`config.mk`:
```
export PLATFORM = sky130hd
export DESIGN_NAME = frame_timing_gen
export DESIGN_NICKNAME = d
export VERILOG_FILES = /design/src/rtl/ftg_pkg.sv /design/src/rtl/ftg_edge_sync.sv /design/src/rtl/ftg_phase_cmp.sv /design/src/rtl/frame_timing_gen.sv
export SDC_FILE = /design/constraint.sdc
export NUM_CORES = 1
export LEC_CHECK = 0
export ABC_AREA = 1
export BUFFER_PORTS_ARGS = -buffer_cell sky130_fd_sc_hd__buf_2
export CORE_MARGIN = 2
export CORE_UTILIZATION = 52
export DETAILED_ROUTE_END_ITERATION = 10
export PLACE_DENSITY = 0.86
export SYNTH_ARGS = -nofsm -noshare
export SYNTH_HDL_FRONTEND = slang
export SYNTH_HIERARCHICAL = 1
export SYNTH_SLANG_ARGS = --single-unit
export TNS_END_PERCENT = 5
```
`constraint.sdc`:
```
create_clock -name clk_i -period 2.1 [get_ports clk_i]
set_input_delay 0.42 -clock clk_i [delete_from_list [all_inputs] [get_ports clk_i]]
set_output_delay 0.42 -clock clk_i [all_outputs]
set_load 0.02 [all_outputs]
```
`src/rtl/ftg_pkg.sv`:
```
package ftg_pkg;

    typedef enum logic [1:0] {
        SYNC_FREE     = 2'd0,
        SYNC_BACKPL   = 2'd1,
        SYNC_EXTREF   = 2'd2,
        SYNC_FREE_ALT = 2'd3
    } sync_mode_e;

    localparam int unsigned SRC_NUM     = 2;
    localparam int unsigned SRC_BACKPL  = 0;
    localparam int unsigned SRC_EXTREF  = 1;

endpackage

```
`src/rtl/ftg_edge_sync.sv`:
```
// Brings an asynchronous level into the clock domain and flags its falling edge.
module ftg_edge_sync #(
    parameter int unsigned STAGES = 2
) (
    input  logic clk_i,
    input  logic rst_ni,
    input  logic d_i,
    output logic fall_o
);

    // sh[STAGES-1] is the synchronized level, sh[STAGES] its previous value
    logic [STAGES:0] sh_d, sh_q;

    always_comb begin
        sh_d = {sh_q[STAGES-1:0], d_i};
    end

    always_ff @(posedge clk_i or negedge rst_ni) begin
        if (!rst_ni) sh_q <= '1;
        else         sh_q <= sh_d;
    end

    assign fall_o = sh_q[STAGES] & ~sh_q[STAGES-1];

endmodule

```
`src/rtl/ftg_phase_cmp.sv`:
```
// Circular distance test between the natural count and the load position.
module ftg_phase_cmp #(
    parameter int unsigned CW   = 11,
    parameter int unsigned LOAD = 0,
    parameter int unsigned TOL  = 2
) (
    input  logic [CW-1:0] cnt_nat_i,
    output logic          off_o
);

    localparam logic [CW-1:0] LOAD_V = CW'(LOAD);
    localparam logic [CW-1:0] TOL_V  = CW'(TOL);
    localparam logic [CW-1:0] HI_V   = CW'((1 << CW) - TOL);

    logic [CW-1:0] diff;

    always_comb begin
        diff  = cnt_nat_i - LOAD_V;
        off_o = (diff > TOL_V) && (diff < HI_V);
    end

endmodule

```
`src/rtl/frame_timing_gen.sv`:
```
module frame_timing_gen #(
    parameter int unsigned FRAME_LEN   = 2048,
    parameter int unsigned SYNC_STAGES = 2,
    parameter int unsigned SYNC_TOL    = 2
) (
    input  logic       clk_i,
    input  logic       rst_ni,
    input  logic [1:0] mode_i,
    input  logic       mst_en_i,
    input  logic       fp_ref_ni,
    input  logic       ext_ref_i,
    input  logic       err_rd_i,
    output logic       fp_no,
    output logic       c4_no,
    output logic       c2_o,
    output logic       frame_stb_o,
    output logic       fp_oe_o,
    output logic       sync_err_o
);
    import ftg_pkg::*;

    // FRAME_LEN must be a power of two and at least 8
    localparam int unsigned CW        = $clog2(FRAME_LEN);
    localparam int unsigned LOAD_POS  = (FRAME_LEN - 2 + SYNC_STAGES) % FRAME_LEN;
    localparam logic [CW-1:0] LAST    = CW'(FRAME_LEN - 1);
    localparam logic [CW-1:0] FP_FROM = CW'(FRAME_LEN - 2);
    localparam logic [CW-1:0] FP_TO   = CW'(1);
    localparam logic [CW-1:0] LOAD_V  = CW'(LOAD_POS);

    typedef struct packed {
        logic [CW-1:0] cnt;
        logic          fp_n;
        logic          c4_n;
        logic          c2;
        logic          stb;
        logic          err;
        logic          oe;
    } ftg_state_t;

    ftg_state_t st_d, st_q;

    // ---------------- reference synchronizers ----------------
    logic [SRC_NUM-1:0] src_raw;
    logic [SRC_NUM-1:0] src_fall;

    assign src_raw[SRC_BACKPL] = fp_ref_ni;
    assign src_raw[SRC_EXTREF] = ext_ref_i;

    for (genvar g = 0; g < SRC_NUM; g++) begin : g_src
        ftg_edge_sync #(
            .STAGES (SYNC_STAGES)
        ) u_sync (
            .clk_i  (clk_i),
            .rst_ni (rst_ni),
            .d_i    (src_raw[g]),
            .fall_o (src_fall[g])
        );
    end

    // ---------------- phase selection ----------------
    sync_mode_e    mode;
    logic          ref_fall;
    logic [CW-1:0] cnt_nat;
    logic          phase_off;

    always_comb begin
        mode = sync_mode_e'(mode_i);
        unique case (mode)
            SYNC_BACKPL: ref_fall = src_fall[SRC_BACKPL];
            SYNC_EXTREF: ref_fall = src_fall[SRC_EXTREF];
            default:     ref_fall = 1'b0;
        endcase
        cnt_nat = (st_q.cnt == LAST) ? '0 : st_q.cnt + CW'(1);
    end

    ftg_phase_cmp #(
        .CW   (CW),
        .LOAD (LOAD_POS),
        .TOL  (SYNC_TOL)
    ) u_cmp (
        .cnt_nat_i (cnt_nat),
        .off_o     (phase_off)
    );

    // ---------------- next state ----------------
    always_comb begin
        st_d      = st_q;
        st_d.cnt  = ref_fall ? LOAD_V : cnt_nat;
        st_d.fp_n = !((st_d.cnt >= FP_FROM) || (st_d.cnt <= FP_TO));
        st_d.c4_n = st_d.cnt[1];
        st_d.c2   = st_d.cnt[2];
        st_d.stb  = (st_d.cnt == '0);
        st_d.err  = (ref_fall && phase_off) || (st_q.err && !err_rd_i);
        st_d.oe   = mst_en_i && (mode != SYNC_BACKPL);
    end

    always_ff @(posedge clk_i or negedge rst_ni) begin
        if (!rst_ni) begin
            st_q.cnt  <= LAST;
            st_q.fp_n <= 1'b0;
            st_q.c4_n <= 1'b1;
            st_q.c2   <= 1'b1;
            st_q.stb  <= 1'b0;
            st_q.err  <= 1'b0;
            st_q.oe   <= 1'b0;
        end else begin
            st_q <= st_d;
        end
    end

    assign fp_no       = st_q.fp_n;
    assign c4_no       = st_q.c4_n;
    assign c2_o        = st_q.c2;
    assign frame_stb_o = st_q.stb;
    assign fp_oe_o     = st_q.oe;
    assign sync_err_o  = st_q.err;

endmodule

```
==> results of run 1 <==
[state kept, by name, summed over array words and instances (netlist names)]
name,count
fp_no,1
fp_oe_o,1
frame_stb_o,1
g_src.u_sync/sh_q,6
st_q,11
sync_err_o,1
[critical path: stages (launching register included)]
cell and delay, ps:
dfstp_2 590, ha_4 160, nand2_4 60, nor2_4 210
nand3_4 140, buf_6 160, nand2_2 50, inv_2 40
nand2_1 80, nand2_1 50, nor2_1 80, nand2_1 50
nand2_1 70, inv_1 40, nand3_1 60, o21ai_1 60
[final cells by class]
class,instances,area (sq um),area share (%)
flip-flops and latches,21,547,36.5
clock buffers,3,22.5,1.51
well taps,30,37.5,2.51
inverters,39,149,9.95
clock inverters,1,5.00,0.334
repair buffers,18,110,7.36
multi-input cells,111,626,41.8
[layout by cell type, fill, tap and decap left out, drive strengths merged, types with 2 or more instances in the layout]
cell type	n
buf	18
clkbuf	3
clkinv	3
dfrtp	4
dfstp	17
ha	3
inv	37
nand2	51
nand3	16
nand3b	2
nand4	6
nor2	26
nor3	2
o21ai	2
[metal layers]
layer	up-vias	share of wire, %	global-route usage [%]
li1	565	-	-
met4	0	2.4	8.75
met2	36	49	33.7
met1	498	44	23.4
met5	-	0	0
met3	9	4.4	3.61
[through the flow]
| step | setup WS, ps | power, mW | TNS (ps) | hold WS, ps |
|---|---|---|---|---|
| CTS | 28.6 | 1.54 | 0 | 46.2 |
| global route | -25.7 | 1.74 | -25.7 | 51.2 |
| detailed placement | 55.9 | 1.33 | 0 | 348 |
| finish | 92.7 | 1.60 | 0 | 29.3 |
| floorplan | 85.4 | 1.16 | 0 | 124 |
| global placement | 136 | 1.33 | 0 | 345 |
[cells by family after synthesis]
| group | Yosys count | share of synthesized area (%) |
|---|---|---|
| compound gates | 4 | 1.83 |
| flops | 21 | 42.1 |
| fa+ha+maj | 3 | 2.89 |
| buf+inv | 41 | 12.9 |
| simple gates | 104 | 40.3 |
[what timing repair did]
item	4_1_cts	5_1_grt
endpoints found under the setup margin	0	1
hold endpoints to repair	0	0
setup buffers	0	1
resized for setup	0	11
[report_power, final]
| group | switching [mW] | internal [mW] | total (mW) |
|---|---|---|---|
| clock | 0.132 | 0.0712 | 0.203 |
| sequential | 0.0836 | 0.539 | 0.623 |
| combinational | 0.504 | 0.270 | 0.775 |
| total | 0.720 | 0.880 | 1.60 |
[path summary, 6_finish.rpt]
kind                                                     end  slack [ps]  cells after the start
max                                     sync_err_o$_DFF_PN0_          90                     15
min                                          fp_no$_DFF_PN0_          30                      1
max reg2reg                             sync_err_o$_DFF_PN0_          90                     15
min reg2reg                g_src[1].u_sync/sh_q[1]$_DFF_PN1_         370                      0
max in group asynchronous                 st_q[11]$_DFF_PN1_        1720                      1
min in group clk_i         g_src[0].u_sync/sh_q[0]$_DFF_PN1_         190                      1
==> results.py, run 1 <==
metrics = {
    "power": {
        "ir_worst_vdd_v": 0.000703,
        "p_leak_nw": 0.791,
        "cellPowerDensity_nw_per_um2": 1070,
    },
    "final_layout": {
        "insertedDiodeCount": 0,
        "finish.instance_area_sq_um": 1500,
        "layout-drive-gt1-share_pct": 34.7,
        "final_core_utilization_pct": 61.5,
        "fillers": 209,
        "finalNonFillerCells": 223,
        "area_delta_synth_final_pct": 15.1,
        "layout.nets": 205,
    },
    "synth": {
        "ys_ff_latch": 21,
        "yosysMostFrequentCell": "nand2_1",
        "syn_area_per_cell_sq_um": 7.51,
        "synth_warnings": 6,
        "ys.flop_type": "dfstp_2",
        "synthCells": 173,
        "ys_top_cells_by_area": "dfstp_2 34%, nand2_1 13%, inv_1 9.5%, dfrtp_1 7.7%, nor2_1 5.8%",
        "yosysSeqAreaShare_pct": 42.1,
        "ys_async_sr_fraction_pct": 100,
        "ys_top_cells_by_count": "45 x nand2_1, 33 x inv_1, 20 x nor2_1",
        "yosysUniqueCellTypes": 27,
        "synth_fp_nets": 184,
        "syn_area_sq_um": 1300,
        "synth_edf_count": 0,
        "yosys.area.top_type": "dfstp_2",
        "synth_top_area_share_pct": 34.4,
    },
    "routing": {
        "first_pass_iters": 4,
        "vias_per_cell": 4.97,
        "via_count": 1108,
        "ant_nets": 0,
        "routed_wl_microns": 2610,
        "wire_per_inst_microns": 11.7,
        "drc": 0,
        "initialDrtViolationCount": 44,
    },
    "sta": {
        "timing.final.crit_share_pct": 95.6,
        "slew_headroom_pct": 69.8,
        "finalHoldViolCount": 0,
        "finalSetupViolCount": 0,
        "layout_min_cycle_time_ps": 2010,
        "max_freq_mhz": 498,
        "worstMarginPinSlew_ps": 452,
        "skew_ps": 5.69,
        "maxSlewViolCount": 0,
    },
    "worst_setup_path": {
        "critPathKind": "reg2reg",
        "startpoint": "st_q[6]$_DFF_PN1_",
        "end_kind": "flop",
        "worst_setup_path_start_kind": "flop",
        "critPathRequiredTime_ps": 2310,
        "cp.arrival_ps": 2220,
        "crit_fanout": 6,
        "rr_startpoint": "st_q[6]$_DFF_PN1_",
    },
    "placed_design": {
        "place_area_sq_um": 1410,
        "dpl.cell_count": 218,
        "port_buffers": 13,
        "dp_hpwl_microns": 1920,
        "gp_congestion": 0.906,
    },
    "clock_network": {
        "cts_buffers": 3,
        "hold_buffers": 0,
        "cts_buffer_depth": 2,
        "root_buffer": "clkbuf_4",
        "tritoncts": "done",
        "clkTransAtPathRegs_ps": 130,
        "h-tree-depth": 1,
        "clock-sinks": 21,
        "worstSkewPairLatency_ps": 310,
    },
    "grt": {
        "grt_usage_pct": 19.5,
        "grt_pass1_vias": 1023,
        "antenna_found_initial": 0,
        "gr-total-overflow": 0,
        "grt_max_degree": 22,
        "grt_pass1_wl_microns": 4100,
    },
    "floorplan": {
        "dieArea_sq_um": 2920,
        "rows": 18,
        "die_h_microns": 54,
        "initial_utilization_pct": 53.4,
        "ios": 14,
        "coreArea_sq_um": 2430,
        "die_w_microns": 54,
    },
    "job": {
        "cap_violations": 0,
    },
    "outcome": {
        "outcome": "complete, no violations",
    },
    "min_path": {
        "hold_class": "in2async",
    },
}
No activity file was read; power rests on OpenSTA's default activity.
==> run 2, diff against run 1 <==
- ABC_AREA: 1 -> 0
- CORE_UTILIZATION: 52 -> 51
- PLACE_DENSITY: 0.86 -> 0.85
==> run 2 against run 1 <==
  * The run now ends with negative setup slack left
  * Hold slack gained 23 ps
  * Clock-buffer cell count grew 1
  * Die area shrank 6.6%
  * Critical path depth shrank 5
  * Sequential power shrank 3.5%
  * Critical path type unchanged
  * Critical endpoint unchanged
  * Largest power group unchanged
==> results.py, run 2 <==
metrics = {
    "outcome": {
        "outcome": "finished, violations left",
        "violations": "negative setup slack",
    },
    "sta": {
        "layout_min_cycle_time_ps": 2380,
        "timing.final.crit_share_pct": 113,
        "rsz0062_at_grt": "yes",
        "finalHoldViolCount": 0,
        "worstMarginPinSlew_ps": 468,
        "slew_headroom_pct": 68.8,
        "max_freq_mhz": 421,
        "maxSlewViolCount": 0,
        "layout_setup_ws_ps": -275,
        "skew_ps": 18.9,
        "finalSetupViolCount": 3,
    },
    "final_layout": {
        "area_delta_synth_final_pct": 39.0,
        "top_regs": "st_q: 11 flops, g_src.u_sync/sh_q: 6 flops",
        "layout.nets": 186,
        "top_register": "st_q",
        "insertedDiodeCount": 0,
        "layout-drive-gt1-share_pct": 50.6,
        "final_cell_mix": "37 x buf_4, 17 x dfstp_2, 15 x nor2_1",
        "largest_register_ffs": 11,
        "finish.instance_area_sq_um": 1650,
        "final_core_utilization_pct": 74.4,
        "multi_input_area_sq_um": 658,
        "fillers": 144,
        "final_common_cell": "buf_4",
        "regArea_sq_um": 547,
    },
    "power": {
        "combPwrFrac_pct": 57.3,
        "swShare_pct": 40.4,
        "p_clk_share_pct": 10.8,
        "cellPowerDensity_nw_per_um2": 1140,
        "p_int_mw": 1.12,
        "ir_worst_vdd_v": 0.000676,
        "p_leak_nw": 0.727,
        "p_switching_mw": 0.761,
        "seqPwrFrac_pct": 31.9,
    },
    "grt": {
        "grt_pass1_vias": 1222,
        "grt.busiest_layer": "met2",
        "grtUsageMet1_pct": 33.4,
        "grt_usage_pct": 29.4,
        "use_met2_pct": 53.6,
        "grt_pass1_wl_microns": 5600,
        "met3_usage_pct": 3.43,
        "antenna_found_initial": 0,
        "grt_max_degree": 22,
        "gr-total-overflow": 0,
    },
    "worst_setup_path": {
        "worst_setup_path_start_kind": "flop",
        "cpMostUsedCell": "nand2_1",
        "critPathKind": "reg2reg",
        "cp.arrival_ps": 2580,
        "slowest_delay_ps": 580,
        "end_kind": "flop",
        "cpMaxStageDelayCell": "dfstp_2",
        "crit_fanout": 5,
        "crit_chain": "ha_4 -> nand2_1 -> or2_1 -> xor2_2 -> inv_1 -> or4_4 -> a2111oi_4 -> a21oi_1 -> nand2_1 -> o21ai_1",
        "critPathRequiredTime_ps": 2310,
    },
    "routing": {
        "ant_nets": 0,
        "first_pass_iters": 4,
        "wire_per_inst_microns": 17.2,
        "initialDrtViolationCount": 55,
        "via_count": 1191,
        "vias_per_cell": 5.90,
        "drc": 0,
        "routed_wl_microns": 3470,
    },
    "synth": {
        "ys.flop_type": "dfstp_2",
        "synthCells": 123,
        "ys_ff_latch": 21,
        "synth_top_area_share_pct": 37.7,
        "ys_top_cells_by_count": "17 x dfstp_2, 17 x nor2_1, 10 x inv_1",
        "syn_area_sq_um": 1180,
        "ys_async_sr_fraction_pct": 100,
        "ys_top_cells_by_area": "dfstp_2 38%, dfrtp_1 8.4%, nor2_1 5.4%, ha_1 3.2%, inv_1 3.2%",
        "synth_warnings": 6,
        "synth_fp_nets": 134,
        "yosys.area.top_type": "dfstp_2",
        "syn_area_per_cell_sq_um": 9.63,
        "yosysSeqAreaShare_pct": 46.1,
        "synth_edf_count": 0,
        "yosysUniqueCellTypes": 38,
    },
    "floorplan": {
        "dieArea_sq_um": 2720,
        "coreArea_sq_um": 2210,
        "die_w_microns": 52.2,
        "initial_utilization_pct": 53.6,
        "ios": 14,
        "die_h_microns": 52.2,
        "rows": 17,
    },
    "clock_network": {
        "root_buffer": "clkbuf_4",
        "hold_buffers": 0,
        "cts_buffers": 3,
        "cts_buffer_depth": 2,
        "h-tree-depth": 1,
        "worstSkewPairLatency_ps": 320,
        "clkTransAtPathRegs_ps": 130,
        "clock-sinks": 21,
        "tritoncts": "done",
    },
    "placed_design": {
        "port_buffers": 13,
        "place_area_sq_um": 1530,
        "gp_congestion": 0.913,
        "place_ws_ps": -255,
        "dp_hpwl_microns": 2520,
    },
    "min_path": {
        "hold_class": "in2async",
    },
    "job": {
        "cap_violations": 0,
    },
}
run 2: cell types whose count changed in the layout (fill, tap and decap cells not counted), sizes merged, moves of 5 or more:
cell,change
nand2,-45
buf,+32
inv,-27
nand3,-9
nor2,-9
nor2b,+5
run 2: path summary, 6_finish.rpt:
kind / start / endpoint / slack, ps / depth (start not counted)
max in group asynchronous: rst_ni / st_q[8]$_DFF_PN1_ / 1700 / 1
min: rst_ni / sync_err_o$_DFF_PN0_ / 50 / 1
min reg2reg: g_src[1].u_sync/sh_q[0]$_DFF_PN1_ / g_src[1].u_sync/sh_q[1]$_DFF_PN1_ / 340 / 0
max reg2reg: st_q[7]$_DFF_PN1_ / sync_err_o$_DFF_PN0_ / -280 / 10
max: st_q[7]$_DFF_PN1_ / sync_err_o$_DFF_PN0_ / -280 / 10
min in group clk_i: fp_ref_ni / g_src[0].u_sync/sh_q[0]$_DFF_PN1_ / 200 / 1
run 2: kinds of logic after synthesis:
family / after synthesis / synth area share, %
AND/OR/NAND/NOR: 58 / 27.8
flip-flops: 21 / 46.1
AO/OA/AOI/OAI: 20 / 12.1
buffers and inverters: 13 / 4.65
XOR/XNOR: 7 / 5.17
adder cells (fa/ha/maj): 3 / 3.17
multiplexers: 1 / 0.950
run 2: critical path, delay by kind of cell (launching register included):
family	cells	cell delay, ps
buf+inv	1	110
fa+ha+maj	1	160
flops	1	580
compound gates	3	370
simple gates	4	850
xor+xnor	1	180
run 2: through the flow:
step | TNS [ps] | hold WS [ps] | total power, mW | std cells
2_1_floorplan | -385 | 124 | 1.14 | 123
3_3_place_gp | -310 | 346 | 1.48 | 193
3_5_place_dp | -402 | 351 | 1.53 | 193
4_1_cts | -378 | 53.9 | 1.82 | 202
5_1_grt | -673 | 47.6 | 1.97 | 202
6_report | -562 | 52.0 | 1.88 | 202
run 2: what timing repair did:
item,CTS,global route
setup buffers,5,0
gates resized for setup,6,6
setup endpoints to repair,3,3
pin swaps,4,0
run 2: layout make-up:
class | count | share of cell area (%)
clock buffer | 4 | 1.60
inverter | 10 | 2.28
multi-input combinational | 89 | 40.0
sequential | 21 | 33.2
tap | 28 | 2.13
timing repair buffer | 50 | 20.8
run 2: layer usage:
metal	routed length (microns)	up-vias	part of all wire, %
met1	1370	570	39
met3	185	20	5.3
met4	156	0	4.5
li1	-	533	-
met2	1760	68	51
met5	0	-	0
run 2: power groups by stage:
stage / Combinational [mW] / Clock (mW) / Sequential, mW
after floorplan: 0.470 / 0 / 0.670
after global placement: 0.876 / 0 / 0.600
after detailed placement: 0.922 / 0 / 0.606
after CTS: 1.02 / 0.202 / 0.600
after global routing: 1.14 / 0.216 / 0.612
final: 1.08 / 0.203 / 0.601
